### config.mk
export PLATFORM = sky130hd
export DESIGN_NAME = bus_wait_ctrl
export DESIGN_NICKNAME = d
export VERILOG_FILES = /design/src/rtl/bwc_pkg.sv /design/src/rtl/bwc_cfg_reg.sv /design/src/rtl/bwc_mode_sel.sv /design/src/rtl/bwc_seq.sv /design/src/rtl/bus_wait_ctrl.sv
export SDC_FILE = /design/constraint.sdc
export NUM_CORES = 1
export LEC_CHECK = 0
export CORE_MARGIN = 10
export CORE_UTILIZATION = 35
export DETAILED_ROUTE_END_ITERATION = 10
export GPL_TIMING_DRIVEN = 0
export PLACE_DENSITY = 0.76
export SLEW_MARGIN = 15
export SYNTH_ARGS = -nofsm -noshare
export SYNTH_HDL_FRONTEND = slang
export SYNTH_SLANG_ARGS = --single-unit
### constraint.sdc
create_clock -name clk -period 1.7 [get_ports clk]
set_input_delay 0.17 -clock clk [delete_from_list [all_inputs] [get_ports clk]]
set_output_delay 0.17 -clock clk [all_outputs]
set_load 0.01 [all_outputs]
### src/rtl/bwc_pkg.sv
package bwc_pkg;
    localparam int CNT_W = 2;

    typedef struct packed {
        logic             busy;
        logic [CNT_W-1:0] cnt;
        logic [CNT_W-1:0] base;
        logic             ext;
    } seq_state_t;
endpackage

### src/rtl/bwc_cfg_reg.sv
module bwc_cfg_reg #(
    parameter int          NUM_SET = 3,
    parameter logic [NUM_SET-1:0] RST_VAL = '1
) (
    input  logic               clk,
    input  logic               rst_n,
    input  logic               we,
    input  logic [NUM_SET-1:0] wdata,
    output logic [NUM_SET-1:0] cfg
);
    logic [NUM_SET-1:0] cfg_d, cfg_q;

    for (genvar i = 0; i < NUM_SET; i++) begin : g_bit
        always_comb begin
            cfg_d[i] = cfg_q[i];
            if (we) cfg_d[i] = wdata[i];
        end

        always_ff @(posedge clk or negedge rst_n) begin
            if (!rst_n) cfg_q[i] <= RST_VAL[i];
            else        cfg_q[i] <= cfg_d[i];
        end
    end

    assign cfg = cfg_q;
endmodule

### src/rtl/bwc_mode_sel.sv
module bwc_mode_sel #(
    parameter int ADDR_W       = 19,
    parameter int CNT_W        = 2,
    parameter int MEM_SLOW_BASE = 1,
    parameter int IO_FAST_BASE  = 1,
    parameter int IO_SLOW_BASE  = 2
) (
    input  logic              is_io,
    input  logic [ADDR_W-1:0] addr,
    input  logic [2:0]        cfg,
    output logic [CNT_W-1:0]  base,
    output logic              ext
);
    localparam int REGION_BIT = ADDR_W - 1;

    logic mem_slow;

    always_comb begin
        mem_slow = addr[REGION_BIT] ? cfg[1] : cfg[0];
        if (is_io) begin
            ext  = cfg[2];
            base = cfg[2] ? CNT_W'(IO_SLOW_BASE) : CNT_W'(IO_FAST_BASE);
        end else begin
            ext  = mem_slow;
            base = mem_slow ? CNT_W'(MEM_SLOW_BASE) : '0;
        end
    end
endmodule

### src/rtl/bwc_seq.sv
module bwc_seq
    import bwc_pkg::*;
(
    input  logic             clk,
    input  logic             rst_n,
    input  logic             start,
    input  logic [CNT_W-1:0] base_in,
    input  logic             ext_in,
    input  logic             rdy,
    output logic             hold,
    output logic             done,
    output logic             busy
);
    seq_state_t st_d, st_q;
    logic       at_end;

    always_comb begin
        st_d   = st_q;
        hold   = 1'b0;
        done   = 1'b0;
        at_end = (st_q.cnt >= st_q.base);
        if (!st_q.busy) begin
            if (start) begin
                if (base_in == '0) begin
                    done = 1'b1;
                end else begin
                    hold      = 1'b1;
                    st_d.busy = 1'b1;
                    st_d.cnt  = CNT_W'(1);
                    st_d.base = base_in;
                    st_d.ext  = ext_in;
                end
            end
        end else begin
            if (at_end && (!st_q.ext || rdy)) begin
                done      = 1'b1;
                st_d.busy = 1'b0;
                st_d.cnt  = '0;
            end else begin
                hold = 1'b1;
                if (!at_end) st_d.cnt = st_q.cnt + CNT_W'(1);
            end
        end
    end

    always_ff @(posedge clk or negedge rst_n) begin
        if (!rst_n) st_q <= '0;
        else        st_q <= st_d;
    end

    assign busy = st_q.busy;
endmodule

### src/rtl/bus_wait_ctrl.sv
module bus_wait_ctrl
    import bwc_pkg::*;
#(
    parameter int ADDR_W = 19
) (
    input  logic              clk,
    input  logic              rst_n,
    input  logic              cfg_we,
    input  logic [2:0]        cfg_wdata,
    input  logic              cyc_start,
    input  logic              cyc_is_io,
    input  logic [ADDR_W-1:0] cyc_addr,
    input  logic              rdy,
    output logic              hold,
    output logic              cyc_done
);
    logic [2:0]       cfg_w;
    logic [CNT_W-1:0] base_w;
    logic             ext_w;
    logic             busy_w;

    bwc_cfg_reg #(.NUM_SET(3), .RST_VAL(3'b111)) u_cfg (
        .clk   (clk),
        .rst_n (rst_n),
        .we    (cfg_we),
        .wdata (cfg_wdata),
        .cfg   (cfg_w)
    );

    bwc_mode_sel #(.ADDR_W(ADDR_W), .CNT_W(CNT_W)) u_mode (
        .is_io (cyc_is_io),
        .addr  (cyc_addr),
        .cfg   (cfg_w),
        .base  (base_w),
        .ext   (ext_w)
    );

    bwc_seq u_seq (
        .clk     (clk),
        .rst_n   (rst_n),
        .start   (cyc_start),
        .base_in (base_w),
        .ext_in  (ext_w),
        .rdy     (rdy),
        .hold    (hold),
        .done    (cyc_done),
        .busy    (busy_w)
    );
endmodule

Word-level counts from Yosys, hierarchy flattened --
Index checks and enable logic that the tools add are counted.
Operators by class: $add $sub $neg 1, bitwise operators 2, reduce and logical (&&, ||, !) cells 7, magnitude comparators 1, equal/unequal tests 2, multiplexer cells 18
Operators by type and width (number):
- 6-bit two-way mux | 2
- 1-bit two-way mux | 11
- 2-bit two-way mux | 4
- 3-bit AND reduction | 2
- 3-bit two-way mux | 1
- 3-bit != test (second input constant) | 1
- 2-bit by 1-bit adder with 2-bit output (second input constant) | 1
- 2-bit >= comparator | 1
- 2-bit zero test | 1
- 2-bit by 1-bit != test with 1-bit output (second input constant) | 1
- 1-bit NOT | 2
- 2-bit nonzero test | 1
- 1-bit logical AND | 1
- 1-bit zero test | 1
- 1-bit logical OR | 1
Storage, ports and cells: logic and storage cells 38, output and inout bits 2, register bits 9, bits of input ports 28

Depth between registers and ports, before layout --
Gate-level depths: netlist of run 1.
depth in word-level cells 7, gate-level depth with buffers 6, depth with buffers taken out 6

Cells and area by module --
Synthesis of run 1 repeated with hierarchy kept, for this count alone.
Unflattened totals: cells, all modules 47, area, all modules 529.3 sq um
Modules (own cells, without submodules):
- bwc_seq | seq. area each 150.1 sq um, area each 380.4 sq um, times used 1, cells an instance 35
- bwc_cfg_reg | seq. area each 78.8 sq um, area each 112.6 sq um, times used 1, cells an instance 6
- bwc_mode_sel | seq. area each 0.0 sq um, area each 36.3 sq um, times used 1, cells an instance 6

Worst setup path before layout of run 1 --
Ideal clock, no wire load.
path type flip-flop to output port, start point register u_seq.st_q[3] in the netlist's numbering, end point output cyc_done, stages on the path, launching flop included 7, path slack 237 ps, data required time 1530 ps, path buffers 0, arrival time 1293 ps, path through dfrtp_1 inv_1 ha_1 nand2b_1 a21oi_1 nor2_1 a22o_1
Between the ends: word-level cells in the longest chain between the ends 4
Ends and longest elaborated chain:
- start: declaration | RTL line bwc_seq.sv:14 | seq_state_t st_d, st_q;
- start signal: assignment | RTL line bwc_seq.sv:48 | else st_q <= st_d;
- 2-bit >= comparator | RTL line bwc_seq.sv:21 | at_end = (st_q.cnt >= st_q.base);
- 1-bit logical AND | RTL line bwc_seq.sv:35 | if (at_end && (!st_q.ext || rdy)) begin
- 1-bit two-way mux | RTL line bwc_seq.sv:35
- 1-bit two-way mux | RTL line bwc_seq.sv:22 | if (!st_q.busy) begin
- end: declaration | RTL line bus_wait_ctrl.sv:15 | output logic cyc_done
Every way passes these cells.

Worst setup path after layout of run 1 --
Same ends and word-level chain as after synthesis.

==> run summary, run 1 <==
The overall routed net length came out at approximately 1100 um. The cell taking the most area after synthesis is sky130_fd_sc_hd__dfrtp_1. Dividing total power by cell area gives a power density of ~1700 nW/um^2. The synthesized netlist contains 23 unique library cells.

The min-delay analysis places its worst path in the category primary input to async pin. The power share of the clock group came out at around 13%. The required time at the endpoint of the critical path is around 1500 ps.

The proportion of synthesized chip area in sequential cells came out at between 40% and 50%. The maximum single-stage delay on the critical path is about 380 ps. The post-CTS clock slew at the launch and capture registers of the worst setup and hold paths is 60 ps.

The net switching power of the design came out at 454.0 uW. The slowest stage of the critical path is the sky130_fd_sc_hd__dfrtp_1 cell. Once detail routing completed, the nets flagged for antenna violations numbered 0. The smallest setup slack after layout is -76.77 ps. The routed length per placed instance is 13.88 um.

The net switching fraction of the power is between 30 and 40%. The later pin in the worst-skew pair is clocked with a latency of 250 ps. In the post-synthesis netlist, the biggest area contributors are sky130_fd_sc_hd__dfrtp_1 (30%), sky130_fd_sc_hd__dfstp_2 (16%), sky130_fd_sc_hd__mux2_2 (6.7%). The clock drives 9 sinks. The horizontal die dimension came out at ~58 um.

The critical-path maximum fanout is 3. The worst slew margin relative to its limit is 74.22%. The cell area after placement came out at 635.6 um^2. The share of cells above drive strength 1 came out at between 40% and 50%. Sequential cells burn between 20% and 30% of the power. On the final layout, the worst hold slack is slightly above 200 ps. Setup repair after global routing could not meet its margin everywhere.

The number of buffers on the longest clock path is 2. On the final layout, the worst clock skew is 2.280 ps. Walking the worst path, the cells encountered are inv_2 -> ha_4 -> nand2b_4 -> a21oi_4 -> nor2_1 -> a22o_1 -> buf_2. The number of hold violations in the final report came out at 0. The number of standard-cell rows in the floorplan is 13. Leaving out fill and tap cells, the most frequent cell in the layout is sky130_fd_sc_hd__clkdlybuf4s50_1. STA classifies the critical path endpoint as an output port. Pin placement for this block handled 30 I/O pins. The antenna diode count came out at 0.

The initial antenna violation count is 0. The final instance area is 724.4 um^2. The pin slew with the least headroom to its limit is 385.5 ps. The smallest clock period supported by the final layout is computed as between 1500 and 2000 ps. The final HPWL from detailed placement came out at 834.5 um. Compared with the post-synthesis result, the final layout area differs by 42.96%. The number of register bits inferred by synthesis is 9. Global routing finished with a remaining overflow of 0. The number of H-tree levels is 1. Cells fill 54.32% of the core in the end. The worst path uses 104.5% of the clock period.

During synthesis, Yosys emitted a total of 0 warnings. Internal power comes to 767.9 uW. The ratio of routed vias to standard cells came out at ~5.1.

The number of standard cells after synthesis came out at between 40 and 50. The cell leakage power came out at 0.0003200 uW. The port buffer count came out at 11. The number of buffers and inverters on the critical path is 2.

The largest net degree at the start of global routing came out at 10. The compound-gate portion of the synthesized area is 19.51%. The post-synthesis share of cell area spent on full adders, half adders and majority gates is about 4.9%. The top cell type by area accounts for 29.63% of the synthesized area. The synthesized net count is 76. The count of hold-fix buffers inserted at cts is 0. The clock root buffer master is sky130_fd_sc_hd__clkbuf_4. The simple logic cell fraction of the synthesized area is 17.78%. The max-slew violation total from the final report is 0. The remaining routing DRC violations came out at 0. The number of vias after detailed routing is approximately 410. The cell family contributing the most delay on the critical path is flip-flops. The CTS tree is done. Registers take between 200 and 250 um^2. The critical path in this run is classified as flip-flop to output port.

By area, the combinational part of the netlist is dominated by compound AO/OA/AOI/OAI gates. The last weighted congestion value of the routability-driven placer is between 0.8 and 0.9. The share of total power dissipated in combinational logic is a little under three fifths. The total die area is between 3000 and 4000 um^2. Fill cells in the final layout number approximately 120. Leaving out fill and tap cells, the most frequent cells in the layout are sky130_fd_sc_hd__clkdlybuf4s50_1 (9), sky130_fd_sc_hd__nor2_1 (6), sky130_fd_sc_hd__dfrtp_1 (6). The startpoint identified for the worst register-to-register timing path is u_seq.st_q[3]. The core area is 1334 um^2. The first global-routing pass estimated between 2000 and 2500 um of wire. The run finished, with violations left. Of the total synthesized cell area, the portion taken by XOR and XNOR cells is 0%. The multiplexer share of the synthesized area came out at about 9.6%. The worst-case vdd ir drop is 0.9422 mV. The max-cap check violation count came out at 0. The setup violation total in the final timing report came out at 2. A synthesized cell averages 11.02 um^2.

The number of global-route vias before repair is 493. The net count reported at finish is 97. The highest attainable clock frequency is roughly 0.56 GHz.

After synthesis the cells add up to a little over 500 um^2. The number of detailed-routing iterations run before antenna repair came out at 3. The initial standard-cell utilization of the core came out at 37.99%. The worst setup path is launched from a flip-flop. The global routing usage summed across all routing layers came out at between 7 and 8%. The critical path starts at u_seq.st_q[3].

The initial detailed-routing violation count came out at 8. Summing all multi-input logic gate instances after layout gives 297.8 um^2. The die is just under 60 um tall. The final reports fail on setup timing.

The arrival time reported for the critical path endpoint is about 1600 ps. In this run, CTS created clock tree buffers numbering 3.
flip-flops by register name, indices dropped and copies added (netlist names):
name	cells
u_seq.busy	1
u_cfg.cfg	3
u_seq.st_q	5
routing by layer:
layer  share of wire [%]  vias up  routed length (um)  global-route usage [%]
met3                 6.6        4                  74                   2.832
met2                  51       12                 568                   13.19
li1                    -      202                   -                       -
met4                 3.7        0                  42                   5.369
met5                   0        -                   0                       0
met1                  39      196                 438                   7.488
synthesized netlist by cell type:
cell type,n
sky130_fd_sc_hd__nor2b_4,1
sky130_fd_sc_hd__nand2b_4,1
sky130_fd_sc_hd__nor2_1,6
sky130_fd_sc_hd__o31ai_2,1
sky130_fd_sc_hd__nand2b_1,1
sky130_fd_sc_hd__inv_1,4
sky130_fd_sc_hd__dfrtp_1,6
sky130_fd_sc_hd__mux2_4,1
sky130_fd_sc_hd__nand2_1,3
sky130_fd_sc_hd__a21oi_1,3
sky130_fd_sc_hd__a22o_1,1
sky130_fd_sc_hd__a32o_1,1
sky130_fd_sc_hd__nand3_1,1
sky130_fd_sc_hd__ha_1,2
sky130_fd_sc_hd__a32oi_1,1
sky130_fd_sc_hd__o21ai_4,1
sky130_fd_sc_hd__dfstp_2,3
sky130_fd_sc_hd__o21ai_2,1
sky130_fd_sc_hd__o31a_1,1
sky130_fd_sc_hd__nor3_1,1
sky130_fd_sc_hd__nor3b_2,1
sky130_fd_sc_hd__mux2_2,3
sky130_fd_sc_hd__o21ai_1,2
what timing repair did:
item                                    4_1_cts  5_1_grt
endpoints found under the setup margin        2        2
gates resized for setup                      14        0
buffers inserted                              2        3
pin swaps                                     3        1
cells by family (layout without fill, tap and decap cells):
| family | count (synthesis) | after routing |
|---|---|---|
| AO/OA/AOI/OAI | 12 | 12 |
| adder cells (fa/ha/maj) | 2 | 2 |
| buffers and inverters | 4 | 24 |
| flip-flops | 9 | 9 |
| multiplexers | 4 | 4 |
| AND/OR/NAND/NOR | 15 | 15 |
metrics by stage:
step / cells / TNS (ps) / worst slack, ps / power, uW
floorplan: 46 / 0 / 236.6 / 691.8
global placement: 72 / -678.5 / -370.3 / 831.8
detailed placement: 72 / -707.3 / -380.8 / 845.3
CTS: 78 / -79.17 / -72.50 / 1141
global route: 81 / -298.5 / -136.7 / 1330
finish: 81 / -90.73 / -76.77 / 1222
path summary, 6_finish.rpt:
path	to	slack (ps)	cells past startpoint
min reg2reg	u_seq.st_q[2]	500	1
min in group clk	u_seq.st_q[2]	500	1
min	u_seq.st_q[0]	200	1
max	cyc_done	-80	7
max reg2reg	u_seq.st_q[4]	30	8
max in group asynchronous	u_cfg.cfg[1]	1180	1
worst register-to-register path: cells and delay by family, from the launching register on:
family | cells | cell delay, ps
compound gates | 2 | 360
fa+ha+maj | 1 | 200
buf+inv | 3 | 320
flops | 1 | 380
simple gates | 2 | 330
power groups by stage:
stage          registers [uW]  clock network (uW)  logic [uW]
3_3_place_gp              360                   0         472
2_1_floorplan             346                   0         346
3_5_place_dp              357                   0         488
5_1_grt                   378                 176         776
4_1_cts                   363                 165         613
6_report                  364                 156         702
area by class of cell:
cell class / count / share of cell area, %
Multi-Input combinational cell: 33 / 41.11
Sequential cell: 9 / 31.61
Timing Repair Buffer: 16 / 19.00
Clock buffer: 4 / 3.627
Tap cell: 15 / 2.591
Inverter: 4 / 2.073
Power figures use the tool's default switching activity.
==> run 2: changes to the inputs <==
CELL_PAD_IN_SITES_DETAIL_PLACEMENT = 0   (was unset)
CELL_PAD_IN_SITES_GLOBAL_PLACEMENT = 1   (was unset)
CORE_UTILIZATION = 28   (was 35)
CTS_BUF_LIST = sky130_fd_sc_hd__clkbuf_16   (was unset)
PLACE_DENSITY = unset   (was 0.76)
PLACE_DENSITY_LB_ADDON = 0.1   (was unset)
clock period = 2.1 ns   (was 1.7 ns; I/O delays follow)
==> run summary, run 2 (same netlist as run 1, synthesis figures left out) <==
The depth of the worst register-to-register path came out at 6. Row generation in the floorplan step produced 15 rows. The number of vias after detailed routing is around 390.

The routed length per placed instance came out at ~12 um. The startpoint type of the worst setup path is a flip-flop. The ratio of total power to cell area came out at between 1000 and 1500 nW/um^2. The worst slew margin relative to its limit came out at between 70% and 80%. The initial standard-cell utilization of the core is ~29%. At the worst endpoint, the arrival time is ~1800 ps. The worst-case clock skew is 0.9294 ps. Compared with the post-synthesis result, the final layout area differs by 44.69%. Setup violations remaining at the end of the flow were counted as 0.

The share of cells above drive strength 1 is ~34%. The flow ran to the end, and the final reports show no timing, DRC or antenna violations. Detailed placement finished with a half-perimeter wire length of between 800 and 900 um. The congestion estimate from routability-driven global placement came to 0.6893. The overall power is roughly 1000 uW. The placed instance count came out at 82. From bottom edge to top edge, the die measures approximately 63 um. The remaining routing DRC violations is 0. The number of flip-flops under the largest register name came out at 5.

The number of H-tree levels came out at 1. The worst setup slack after placement came out at -18.69 ps. The number of hold violations in the final report came to 0. The CTS tree is done.

The horizontal die dimension is 62.54 um. The required time at the endpoint of the critical path is approximately 1900 ps. The repair_antennas step left the layout with diodes totalling 0. The total die area is 3911 um^2. The setup path with the least slack is of type flip-flop to output port. The count of hold-fix buffers inserted at cts is 0. At the pin with the least slew margin, the transition time is ~420 ps. The initial detailed-routing violation count came out at 12. The initial antenna violation count is 0. The kind of end point of the critical path is an output port. The worst register-to-register path begins at u_seq.st_q[3].

The global routing usage summed across all routing layers came out at 5.959%. The worst-case vdd ir drop is approximately 0.91 mV. The number of clock buffers added by TritonCTS is 3. Counting every sink on the clock net gives 9. The fraction of the cycle the final worst path needs is a little over nine tenths. The critical-path maximum fanout is 4. The global route total overflow is 0. The core area came out at 1727 um^2.

The post-CTS clock slew at the launch and capture registers of the worst setup and hold paths came out at ~40 ps. The number of top-level pins came out at 30. In the layout the commonest cells are sky130_fd_sc_hd__clkdlybuf4s50_1 (9), sky130_fd_sc_hd__nor2_1 (6), sky130_fd_sc_hd__dfrtp_1 (6).

The number of global-route vias before repair is about 420. More flip-flops sit in one register than any other, and that register is u_seq.st_q. The global-route wire length before repair is 1883 um.

For this run, the top clock speed supported by timing is roughly 0.50 GHz. The port buffer count came out at 11. Adding up every negative setup slack in the final design gives 0 ps. The smallest setup slack after layout came out at ~120 ps. The worst-skew pair later-pin latency came out at approximately 230 ps. The utilization of the core after routing came out at 42.46%. The cell sitting at the root of the clock tree is a sky130_fd_sc_hd__clkbuf_16. The max-slew violation total from the final report was 0. In the routed layout, each cell is associated on average with a via count of between 4 and 5.

Setup repair after global routing left no endpoint under its margin. The analysis attributes to cell leakage a power of roughly 0.00032 uW. The net count reported at finish came out at 93.

The source of the critical timing path is u_seq.st_q[3]. The minimum setup slack among reg-to-reg paths came out at between 600 and 700 ps. After the flow finishes, the layout carries non-filler instances totaling 87. Entering global routing, the biggest net connects 10 pins. The longest clock path from root to sink contains 2 buffers.

Max-cap violations in this run came to 0. The tightest min-delay check is of the primary input to async pin type. The antenna violation net count after detailed routing is 0. The library cell used most frequently in the layout, excluding fill and tap cells, is sky130_fd_sc_hd__clkdlybuf4s50_1. The overall routed net length is approximately 1100 um. The worst register-to-register path ends at u_seq.st_q[4]. The number of detailed-routing iterations run before antenna repair came out at 4. The clock period could shrink to around 2000 ps.
run 2: changes by cell type in the layout (fill, tap and decap cells not counted), sizes merged:
cell / previous run / this run
clkinv: 0 / 1
dlygate4sd2: 0 / 1
buf: 7 / 1
run 2: repair_timing:
item / in CTS / in global routing
endpoints found under the setup margin: 2 / 2
hold endpoints to repair: 0 / 0
gates cloned: 0 / 0
pin swaps: 0 / 1
gates resized for setup: 3 / 3
buffers inserted: 0 / 1
run 2: worst max-delay path by stage:
stage / endpoint / slack [ps] / cells past startpoint
CTS: cyc_done / 40 / 7
global placement: hold / -40 / 7
finish: cyc_done / 120 / 7
floorplan: cyc_done / 600 / 6
detailed placement: hold / -20 / 7
global route: cyc_done / 30 / 7
run 2: area by class of cell:
| class | count | area (um^2) |
|---|---|---|
| repair buffers | 12 | 111.4 |
| clock buffers | 3 | 75.07 |
| inverters | 4 | 15.01 |
| fillers | 190 | 993.5 |
| flip-flops and latches | 9 | 229.0 |
| clock inverters | 1 | 5.005 |
| well taps | 25 | 31.28 |
| multi-input cells | 33 | 266.5 |
run 2: routing by layer:
layer | share of wire (%) | global-route usage (%)
met3 | 7.3 | 4.122
met4 | 0 | 0.8380
met2 | 43 | 8.590
met1 | 50 | 7.215
met5 | 0 | 0
run 2: power breakdown:
| group | total, uW | switching, uW | internal [uW] |
|---|---|---|---|
| Sequential | 295 | 57.9 | 237 |
| Clock | 332 | 81.6 | 251 |
| Combinational | 403 | 201 | 203 |
| Total | 1030 | 340 | 690 |
run 2: critical path, stage by stage (launching register included):
cell                            delay [ps]
sky130_fd_sc_hd__dfrtp_1               380
sky130_fd_sc_hd__inv_2                  80
sky130_fd_sc_hd__ha_1                  240
sky130_fd_sc_hd__nand2b_1              160
sky130_fd_sc_hd__a21oi_2               170
sky130_fd_sc_hd__nor2_1                 60
sky130_fd_sc_hd__a22o_1                170
sky130_fd_sc_hd__dlygate4sd2_1         280
run 2: per-stage QoR:
step | hold slack (ps) | instance area, um^2
2_1_floorplan | -85.59 | 506.7
3_3_place_gp | 506.9 | 648.1
3_5_place_dp | 506.8 | 648.1
4_1_cts | 306.5 | 729.5
5_1_grt | 309.0 | 733.2
6_report | 284.9 | 733.2
